===== src/rtl/elog_pkg.sv =====
// Shared types for the event record ring logger.
// Assumes: status bit positions are fixed and visible to software.
package elog_pkg;
    localparam int ST_OVF = 0;   // overflow flag position
    localparam int ST_EVT = 1;   // record-logged flag position

    typedef enum logic {
        ENG_IDLE  = 1'b0,
        ENG_WRITE = 1'b1
    } eng_state_t;
endpackage


===== src/rtl/elog_ptrs.sv =====
// Base, size, head and tail registers of the ring, plus the derived
// wrap mask, next tail and full flag.
// Assumes: REC_BYTES is a power of two and the base load has priority over
// head writes and tail advances in the same cycle.
module elog_ptrs #(
    parameter int BASE_W        = 64,
    parameter int REC_BYTES     = 16,
    parameter int MAX_SIZE_LOG  = 8,
    parameter int SIZE_W        = 4,
    parameter int BASE_ALIGN_LG = 12,
    parameter int PTR_W         = 12
) (
    input  logic              clk,
    input  logic              rst_n,
    input  logic              base_load,
    input  logic [BASE_W-1:0] base_wr_data,
    input  logic [SIZE_W-1:0] size_wr,
    input  logic              head_wr_en,
    input  logic [PTR_W-1:0]  head_wr_data,
    input  logic              adv_en,
    input  logic [PTR_W-1:0]  adv_val,
    output logic [BASE_W-1:0] base_q,
    output logic [SIZE_W-1:0] size_q,
    output logic [PTR_W-1:0]  head_q,
    output logic [PTR_W-1:0]  tail_q,
    output logic [PTR_W-1:0]  next_tail,
    output logic              full
);
    localparam logic [PTR_W-1:0] REC_LOW = PTR_W'(REC_BYTES - 1);

    logic [SIZE_W-1:0] size_clamped;
    logic [PTR_W:0]    span_bytes;
    logic [PTR_W-1:0]  wrap_mask;
    logic [BASE_W-1:0] base_aligned;

    // Clamp the requested size exponent to the largest supported log.
    always_comb begin
        if (size_wr > SIZE_W'(MAX_SIZE_LOG)) size_clamped = SIZE_W'(MAX_SIZE_LOG);
        else                                 size_clamped = size_wr;
    end

    // Align the new base by clearing its low address bits.
    always_comb begin
        base_aligned = {base_wr_data[BASE_W-1:BASE_ALIGN_LG], BASE_ALIGN_LG'(0)};
    end

    // Log span in bytes and the modulo mask derived from it.
    always_comb begin
        span_bytes = (PTR_W+1)'(REC_BYTES) << size_q;
        wrap_mask  = PTR_W'(span_bytes - 1'b1);
    end

    // Next tail position and full detection against the head.
    always_comb begin
        next_tail = (tail_q + PTR_W'(REC_BYTES)) & wrap_mask;
        full      = (next_tail == head_q);
    end

    // Pointer and configuration registers.
    always_ff @(posedge clk) begin
        if (!rst_n) begin
            base_q <= '0;
            size_q <= '0;
            head_q <= '0;
            tail_q <= '0;
        end else if (base_load) begin
            base_q <= base_aligned;
            size_q <= size_clamped;
            head_q <= '0;
            tail_q <= '0;
        end else begin
            if (head_wr_en) head_q <= head_wr_data & wrap_mask & ~REC_LOW;
            if (adv_en)     tail_q <= adv_val;
        end
    end

    AST_TAIL_IN_LOG: assert property (@(posedge clk) disable iff (!rst_n)
        (tail_q & ~wrap_mask) == '0);
    AST_TAIL_HOLD: assert property (@(posedge clk) disable iff (!rst_n)
        (!adv_en && !base_load) |=> $stable(tail_q));
    AST_HEAD_ALIGN: assert property (@(posedge clk) disable iff (!rst_n)
        (head_q & REC_LOW) == '0);
endmodule


===== src/rtl/elog_engine.sv =====
// Accepts records, decides write / overflow / drop, and runs one memory
// write at a time until it is acknowledged.
// Assumes: mem_ack is only asserted while mem_req is high.
module elog_engine
    import elog_pkg::*;
#(
    parameter int BASE_W = 64,
    parameter int REC_W  = 128,
    parameter int PTR_W  = 12
) (
    input  logic              clk,
    input  logic              rst_n,
    input  logic              evt_valid,
    input  logic [REC_W-1:0]  evt_data,
    output logic              evt_ready,
    input  logic              log_on,
    input  logic              intr_en,
    input  logic              ovf,
    input  logic              full,
    input  logic [BASE_W-1:0] base_q,
    input  logic [PTR_W-1:0]  tail_q,
    input  logic [PTR_W-1:0]  next_tail,
    input  logic              base_load,
    output logic              mem_req,
    output logic [BASE_W-1:0] mem_addr,
    output logic [REC_W-1:0]  mem_data,
    input  logic              mem_ack,
    output logic              adv_en,
    output logic [PTR_W-1:0]  adv_val,
    output logic              set_ovf,
    output logic              set_evt
);
    eng_state_t state;
    logic       accept;
    logic       go_write;
    logic       cancel_adv;
    logic       done;

    // Classify an accepted record.
    always_comb begin
        evt_ready = (state == ENG_IDLE);
        accept    = evt_valid && evt_ready;
        go_write  = accept && log_on && !ovf && !full;
        set_ovf   = accept && log_on && !ovf && full && intr_en;
    end

    // Completion of the outstanding write.
    always_comb begin
        mem_req = (state == ENG_WRITE);
        done    = mem_req && mem_ack;
        adv_en  = done && !cancel_adv;
        set_evt = done && intr_en;
    end

    // Write state, captured address, data and next tail.
    always_ff @(posedge clk) begin
        if (!rst_n) begin
            state      <= ENG_IDLE;
            mem_addr   <= '0;
            mem_data   <= '0;
            adv_val    <= '0;
            cancel_adv <= 1'b0;
        end else if (go_write) begin
            state      <= ENG_WRITE;
            mem_addr   <= base_q + BASE_W'(tail_q);
            mem_data   <= evt_data;
            adv_val    <= next_tail;
            cancel_adv <= 1'b0;
        end else if (state == ENG_WRITE) begin
            if (base_load) cancel_adv <= 1'b1;
            if (mem_ack)   state      <= ENG_IDLE;
        end
    end

    AST_REQ_HOLD: assert property (@(posedge clk) disable iff (!rst_n)
        (mem_req && !mem_ack) |=> (mem_req && $stable(mem_addr) && $stable(mem_data)));
    AST_DROP_NO_WRITE: assert property (@(posedge clk) disable iff (!rst_n)
        (accept && (!log_on || ovf)) |=> !mem_req);
    AST_FULL_NO_WRITE: assert property (@(posedge clk) disable iff (!rst_n)
        (accept && full) |=> !mem_req);
endmodule


===== src/rtl/elog_status.sv =====
// Status flags with write-one-to-clear and the level interrupt request.
// Assumes: a hardware set in the same cycle as a clear takes precedence.
module elog_status
    import elog_pkg::*;
(
    input  logic       clk,
    input  logic       rst_n,
    input  logic       set_ovf,
    input  logic       set_evt,
    input  logic [1:0] sts_clr,
    input  logic       irq_ack,
    output logic [1:0] status,
    output logic       irq_req
);
    logic [1:0] set_vec;

    // Gather hardware set requests by bit position.
    always_comb begin
        set_vec         = '0;
        set_vec[ST_OVF] = set_ovf;
        set_vec[ST_EVT] = set_evt;
    end

    // Status flags and pending interrupt.
    always_ff @(posedge clk) begin
        if (!rst_n) begin
            status  <= '0;
            irq_req <= 1'b0;
        end else begin
            status <= (status & ~sts_clr) | set_vec;
            if (|set_vec)     irq_req <= 1'b1;
            else if (irq_ack) irq_req <= 1'b0;
        end
    end

    AST_IRQ_HOLD: assert property (@(posedge clk) disable iff (!rst_n)
        (irq_req && !irq_ack) |=> irq_req);
    AST_SET_WINS: assert property (@(posedge clk) disable iff (!rst_n)
        set_ovf |=> status[ST_OVF]);
    AST_OVF_STICKY: assert property (@(posedge clk) disable iff (!rst_n)
        (status[ST_OVF] && !sts_clr[ST_OVF]) |=> status[ST_OVF]);
endmodule


===== src/rtl/elog_ring.sv =====
// Top of the event record ring logger: ties the pointer registers, the
// write engine and the status flags together.
// Assumes: software does not reprogram the base while it expects a write
// in flight to advance the tail (such an advance is discarded).
module elog_ring
    import elog_pkg::*;
#(
    parameter int BASE_W        = 64,
    parameter int REC_BYTES     = 16,
    parameter int MAX_SIZE_LOG  = 8,
    parameter int SIZE_W        = 4,
    parameter int BASE_ALIGN_LG = 12,
    localparam int REC_W        = REC_BYTES * 8,
    localparam int PTR_W        = $clog2(REC_BYTES) + MAX_SIZE_LOG
) (
    input  logic              clk,
    input  logic              rst_n,
    input  logic              glob_en,
    input  logic              log_en,
    input  logic              intr_en,
    input  logic              base_wr_en,
    input  logic [BASE_W-1:0] base_wr_data,
    input  logic [SIZE_W-1:0] size_wr,
    input  logic              head_wr_en,
    input  logic [PTR_W-1:0]  head_wr_data,
    input  logic [1:0]        sts_clr,
    input  logic              evt_valid,
    input  logic [REC_W-1:0]  evt_data,
    output logic              evt_ready,
    output logic              mem_req,
    output logic [BASE_W-1:0] mem_addr,
    output logic [REC_W-1:0]  mem_data,
    input  logic              mem_ack,
    output logic              irq_req,
    input  logic              irq_ack,
    output logic [BASE_W-1:0] base_q,
    output logic [SIZE_W-1:0] size_q,
    output logic [PTR_W-1:0]  head_q,
    output logic [PTR_W-1:0]  tail_q,
    output logic [1:0]        log_status
);
    logic             base_load;
    logic             log_on;
    logic [PTR_W-1:0] next_tail;
    logic             full;
    logic             adv_en;
    logic [PTR_W-1:0] adv_val;
    logic             set_ovf;
    logic             set_evt;

    // Base writes are locked out while a logged-record flag is pending.
    always_comb begin
        base_load = base_wr_en && !log_status[ST_EVT];
        log_on    = glob_en && log_en;
    end

    elog_ptrs #(
        .BASE_W(BASE_W), .REC_BYTES(REC_BYTES), .MAX_SIZE_LOG(MAX_SIZE_LOG),
        .SIZE_W(SIZE_W), .BASE_ALIGN_LG(BASE_ALIGN_LG), .PTR_W(PTR_W)
    ) u_ptrs (
        .clk(clk), .rst_n(rst_n), .base_load(base_load),
        .base_wr_data(base_wr_data), .size_wr(size_wr),
        .head_wr_en(head_wr_en), .head_wr_data(head_wr_data),
        .adv_en(adv_en), .adv_val(adv_val),
        .base_q(base_q), .size_q(size_q), .head_q(head_q), .tail_q(tail_q),
        .next_tail(next_tail), .full(full)
    );

    elog_engine #(
        .BASE_W(BASE_W), .REC_W(REC_W), .PTR_W(PTR_W)
    ) u_engine (
        .clk(clk), .rst_n(rst_n), .evt_valid(evt_valid), .evt_data(evt_data),
        .evt_ready(evt_ready), .log_on(log_on), .intr_en(intr_en),
        .ovf(log_status[ST_OVF]), .full(full), .base_q(base_q),
        .tail_q(tail_q), .next_tail(next_tail), .base_load(base_load),
        .mem_req(mem_req), .mem_addr(mem_addr), .mem_data(mem_data),
        .mem_ack(mem_ack), .adv_en(adv_en), .adv_val(adv_val),
        .set_ovf(set_ovf), .set_evt(set_evt)
    );

    elog_status u_status (
        .clk(clk), .rst_n(rst_n), .set_ovf(set_ovf), .set_evt(set_evt),
        .sts_clr(sts_clr), .irq_ack(irq_ack), .status(log_status),
        .irq_req(irq_req)
    );

    AST_BASE_LOCK: assert property (@(posedge clk) disable iff (!rst_n)
        (base_wr_en && log_status[ST_EVT]) |=> $stable(base_q));
endmodule


===== config.mk =====
export PLATFORM = sky130hd
export DESIGN_NAME = elog_ring
export DESIGN_NICKNAME = d
export VERILOG_FILES = /design/src/rtl/elog_pkg.sv /design/src/rtl/elog_ptrs.sv /design/src/rtl/elog_engine.sv /design/src/rtl/elog_status.sv /design/src/rtl/elog_ring.sv
export SDC_FILE = /design/constraint.sdc
export NUM_CORES = 1
export LEC_CHECK = 0
export BUFFER_PORTS_ARGS = -buffer_cell sky130_fd_sc_hd__buf_2
export CAP_MARGIN = 10
export CORE_AREA = 2 2 199 201
export DETAILED_ROUTE_END_ITERATION = 16
export DIE_AREA = 0 0 201 203
export PLACE_DENSITY_LB_ADDON = 0.05
export SYNTH_ARGS = -nofsm -noshare
export SYNTH_HDL_FRONTEND = slang
export SYNTH_SLANG_ARGS = --single-unit

===== constraint.sdc =====
create_clock -name clk -period 4.2 [get_ports clk]
set_clock_uncertainty 0.05 [all_clocks]
set_input_delay 0.21 -clock clk [delete_from_list [all_inputs] [get_ports clk]]
set_output_delay 0.21 -clock clk [all_outputs]
set_load 0.02 [all_outputs]

Word level (Yosys, flattened, before mapping)
Index checks and enable logic that the tools add are counted.
{"block": "op_classes", "shifts": 1, "n_reduce_logical": 20, "n_addsub": 3, "n_lt_le_gt_ge": 1, "n_eq_ne": 1, "muxes": 6, "bitwise": 7}
{"op": "adder 64 x 12 -> 64 bit", "count": 1}
{"op": "AND 12 bit", "count": 2}
{"op": "adder 12 x 5 -> 12 bit (second input constant)", "count": 1}
{"op": "== test 12 bit", "count": 1}
{"op": "<< shifter 5 x 4 -> 12 bit (first input constant)", "count": 1}
{"op": "subtractor 12 x 1 -> 12 bit (second input constant)", "count": 1}
{"op": "logical AND 1 bit", "count": 11}
{"op": "OR reduction 2 bit", "count": 3}
{"op": "two-way mux 1 bit", "count": 5}
{"op": "greater-than comparator 4 bit (second input constant)", "count": 1}
{"op": "zero test 1 bit", "count": 4}
{"op": "two-way mux 4 bit", "count": 1}
{"op": "AND 2 bit", "count": 1}
{"op": "inverter 1 bit", "count": 2}
{"op": "inverter 2 bit", "count": 1}
{"op": "OR 2 bit", "count": 1}
{"op": "AND reduction 2 bit", "count": 1}
{"op": "nonzero test 2 bit", "count": 1}
{"block": "word_totals", "input_bits": 220, "register_bits": 285, "elab_cells": 50, "out_inout_bits": 289}

Depth between registers and ports, before layout
{"block": "depth", "word_depth": 8, "depth_mapped": 14, "mapped_depth_nobuf": 10}

Cells and area by module
A second synthesis with hierarchy kept.
{"block": "unflattened", "hier_cells": 1442, "area_unflattened_um2": 12260.5}
{"mod": "elog_engine", "seq_area_each_um2": 4124.0, "cells_each": 1098, "area_per_inst_um2": 8792.2, "n_inst": 1}
{"mod": "elog_ptrs", "seq_area_each_um2": 1521.5, "cells_each": 333, "area_per_inst_um2": 3345.7, "n_inst": 1}
{"mod": "elog_status", "seq_area_each_um2": 60.1, "cells_each": 9, "area_per_inst_um2": 102.6, "n_inst": 1}
{"mod": "elog_ring", "seq_area_each_um2": 0.0, "cells_each": 2, "area_per_inst_um2": 20.0, "n_inst": 1}

Worst setup path before layout
Ideal clock, no wire load.
{"block": "synth_path", "path_kind": "reg2reg", "startpoint": "register u_ptrs.size_q[3]", "endpoint": "register u_engine.mem_data[32]", "arrival_ps": 3104, "path_buffers": 4, "required_ps": 4030, "path_stages_with_launch": 15, "setup_time_ps": 120, "synth_period_minus_slack_ps": 3274, "setup_slack_ps": 926, "cell_sequence": "dfxtp_1 buf_2 nor4_1 inv_1 ha_1 or3_1 a21o_1 and3_1 nor4_1 and3_1 a21oi_2 buf_6 buf_6 buf_6 mux2i_1"}
{"block": "synth_between", "elab_chain_len": 6}
{"element": "start: declaration", "line": "elog_ptrs.sv:23", "rtl": "output logic [SIZE_W-1:0] size_q,"}
{"element": "start signal: assignment", "line": "elog_ptrs.sv:68", "rtl": "size_q <= size_clamped;"}
{"element": "<< shifter 5 x 4 -> 12 bit", "line": "elog_ptrs.sv:49", "rtl": "span_bytes = (PTR_W+1)'(REC_BYTES) << size_q;"}
{"element": "subtractor 12 x 1 -> 12 bit", "line": "elog_ptrs.sv:50", "rtl": "wrap_mask = PTR_W'(span_bytes - 1'b1);"}
{"element": "AND 12 bit", "line": "elog_ptrs.sv:55", "rtl": "next_tail = (tail_q + PTR_W'(REC_BYTES)) & wrap_mask;"}
{"element": "== test 12 bit", "line": "elog_ptrs.sv:56", "rtl": "full = (next_tail == head_q);"}
{"element": "zero test 1 bit", "line": "elog_engine.sv:43", "rtl": "go_write = accept && log_on && !ovf && !full;"}
{"element": "logical AND 1 bit", "line": "elog_engine.sv:43"}
{"element": "end signal: assignment", "line": "elog_engine.sv:66", "rtl": "mem_data <= evt_data;"}
{"element": "end: declaration", "line": "elog_engine.sv:26", "rtl": "output logic [REC_W-1:0] mem_data,"}
Every way passes these cells.
A chain may end at the register's enable or synchronous reset.

Final worst setup path
{"block": "layout_path", "startpoint": "register u_ptrs.size_q[1]", "endpoint": "register u_engine.mem_data[11]"}
The elaborated chain is that of the path after synthesis.

==> flow_summary.ini <==
[sta]
final-hold-violation-count = 0
timing.final.crit_share_pct = 89.6
fin_setup_tns_ps = 0
layout_setup_ws_ps = 438
finalSetupViolations = 0
post-route-min-period_ps = 3760
rsz0062_at_grt = no
max_freq_mhz = 266
slew_viol_final = 0
worstMarginPinSlew_ps = 916
relSlewSlack_pct = 38.7

[worst_setup_path]
crit_fanout = 91
crit_slowest_cell = buf_16
crit_type = reg2reg
cp.buffers_inverters = 2
slowest_delay_ps = 510
crit_required_ps = 4600
cp-start-kind = flop
path_cells = nor4_2 -> inv_1 -> ha_1 -> or3_1 -> a21o_1 -> a221oi_1 -> nor4_1 -> and3_1 -> a21oi_4 -> buf_16 -> mux2i_1
arrival_ps = 4160
end_kind = flop
cp_top_family = simple AND/OR/NAND/NOR gates

[placed_design]
place_ws_ps = 182
place_inst = 2222
portBuffers = 476
hpwlAfterDp_um = 26600
place_congestion = 0.795

[clocking]
cts_tree = done
clockBufferDepth = 3
cts-buffers-inserted = 35
htreeDepth = 2
clock_latency_ps = 530
cts-root-buf = clkbuf_16
clkTransAtPathRegs_ps = 60
numClockSinks = 281

[power]
pwr-share-seq_pct = 42.8
power_frac_clock_pct = 45.3
p_leak_uw = 0.00750
power.switching_uw = 1620
vdd_drop_max_uv = 297
combPwrFrac_pct = 11.9
powerDensity_nw_per_um2 = 379
p_int_uw = 4880
total_power_uw = 6500
p_sw_share_pct = 24.9

[final_layout]
design.final.nets = 2170
stdcell_count = 2490
drive_gt1_share_pct = 27.5
layout_common_cells = nand2_1 (535), buf_2 (475), dfxtp_1 (281)
layout.cells.most_common = nand2_1
fin_util_pct = 44.6
area_growth_syn_to_layout_pct = 50.8

[route]
wl_um = 39600
met3WireLength_um = 3100
drt-initial-drc-count = 529
highest_layer = met5
num_vias = 10867
final_antenna_net_count = 0
wl_per_cell_um = 15.9
vias_per_cell = 4.36
drt_first_pass_iters = 4
m1WireLength_um = 16700
drcViolationCount = 0
wl_met2_um = 18600

[die]
row_count = 72
ios = 509
start_util_pct = 29.6
core_area_um2 = 38500
die_area_um2 = 40800
die_h_um = 203
die_w_um = 201

[synthesis]
syn_area_per_cell_um2 = 8.62
async_flop_share_pct = 0
synth_largest_area_cell = dfxtp_1
yosys-top-cells-area = dfxtp_1 (49%), nand2_1 (18%), mux2i_1 (17%)
ys_ff_latch = 281
synth_area_um2 = 11400
synthFlopType = dfxtp_1
synth.distinct_cells = 46
synth_edf_count = 0
yosysSeqAreaShare_pct = 49.5
synthCells = 1319
ys_warn_count = 0
synth_top_area_share_pct = 49.5

[global_route]
grt_pass1_vias = 10643
grt_max_degree = 143
grt_pass1_wl_um = 61000
gr-total-overflow = 0
antenna_found_initial = 2
grtUsageTotal_pct = 18.9

[min_path]
hold_path_class = in2reg

[run_status]
run_status = completed

[job]
maxCapViolCount = 0
Yosys cell counts, types with 2 or more instances:
cell / count
a211oi_1: 3
a21o_1: 2
a21oi_1: 83
and2_1: 2
and3_1: 2
buf_1: 2
buf_2: 3
buf_4: 30
buf_6: 16
clkbuf_1: 66
dfxtp_1: 281
ha_1: 2
inv_1: 5
mux2i_1: 195
nand2_1: 535
nand2b_1: 12
nand3_1: 14
nand3b_1: 6
nand4_1: 4
nor2_1: 4
nor2b_1: 4
nor3_1: 3
nor4_1: 2
o21ai_0: 11
or3_1: 6
xnor2_1: 6
final cells by class:
class | instances | area (um2)
multi-input cells | 930 | 5130
fillers | 3935 | 21300
clock inverters | 4 | 47.5
inverters | 6 | 22.5
repair buffers | 694 | 4600
clock buffers | 56 | 1070
well taps | 518 | 648
diodes | 1 | 2.50
flip-flops and latches | 281 | 5630
logic make-up (layout without fill, tap and decap cells):
| logic type | after synthesis | in the layout | synth area share [%] |
|---|---|---|---|
| and+or+nand+nor | 600 | 600 | 21.2 |
| adders and majority gates | 2 | 2 | 0.220 |
| buffers and inverters | 123 | 760 | 6.14 |
| other | 1 | 17 | 0.0330 |
| xor gates and xnor gates | 7 | 7 | 0.539 |
| DFF | 281 | 281 | 49.5 |
| AOI/OAI and AO/OA | 109 | 109 | 5.15 |
| muxes | 196 | 196 | 17.3 |
flip-flops by register name (all words and copies together), names as in the netlist:
name                 flops
u_engine.adv_val        12
u_engine.cancel_adv      1
u_engine.mem_addr       60
u_engine.mem_data      128
u_engine.mem_req         1
u_ptrs.base_q           52
u_ptrs.head_q            8
u_ptrs.size_q            4
u_ptrs.tail_q           12
u_status.irq_req         1
u_status.status          2
worst register-to-register path, delay by kind of cell (launching register included):
family | cells | cell delay (ps)
simple gates | 4 | 1130
compound gates | 3 | 870
buf+inv | 2 | 630
flops | 1 | 380
fa+ha+maj | 1 | 260
mux | 1 | 370
per-stage QoR:
step | hold slack (ps) | instance area, um2
4_1_cts | 1.41 | 17100
6_report | 46.8 | 17100
3_3_place_gp | 387 | 13900
5_1_grt | 53.4 | 17100
2_1_floorplan | 296 | 11400
3_5_place_dp | 392 | 13900
power by group through the flow:
stage / Combinational, uW / Sequential [uW] / Clock [uW]
2_1_floorplan: 297 / 2930 / 0
3_3_place_gp: 615 / 2840 / 0
3_5_place_dp: 619 / 2840 / 0
4_1_cts: 778 / 2780 / 3060
5_1_grt: 840 / 2790 / 3160
6_report: 771 / 2780 / 2940
path summary, 6_finish.rpt:
kind | start | to | slack, ps | depth (start not counted)
worst min register to register | u_engine.adv_val[9] | u_ptrs.tail_q[9] | 390 | 2
worst max-delay path | u_ptrs.size_q[1] | u_engine.mem_data[11] | 440 | 11
worst min-delay path | head_wr_en | u_ptrs.head_q[7] | 50 | 3
worst max register to register | u_ptrs.size_q[1] | u_engine.mem_data[11] | 440 | 11
repair_timing:
item                                    CTS  global route
hold buffers                            207             0
gates resized for setup                   0             2
endpoints found under the hold margin   196             0
endpoints found under the setup margin    0           192
buffers inserted                          0             0
layer usage:
layer	vias up	track usage (%)
li1	5514	-
met1	4921	22.4
met2	365	31.6
met3	65	5.94
met4	2	7.65
met5	-	0
Note: power is estimated with default switching activity, not from simulation.
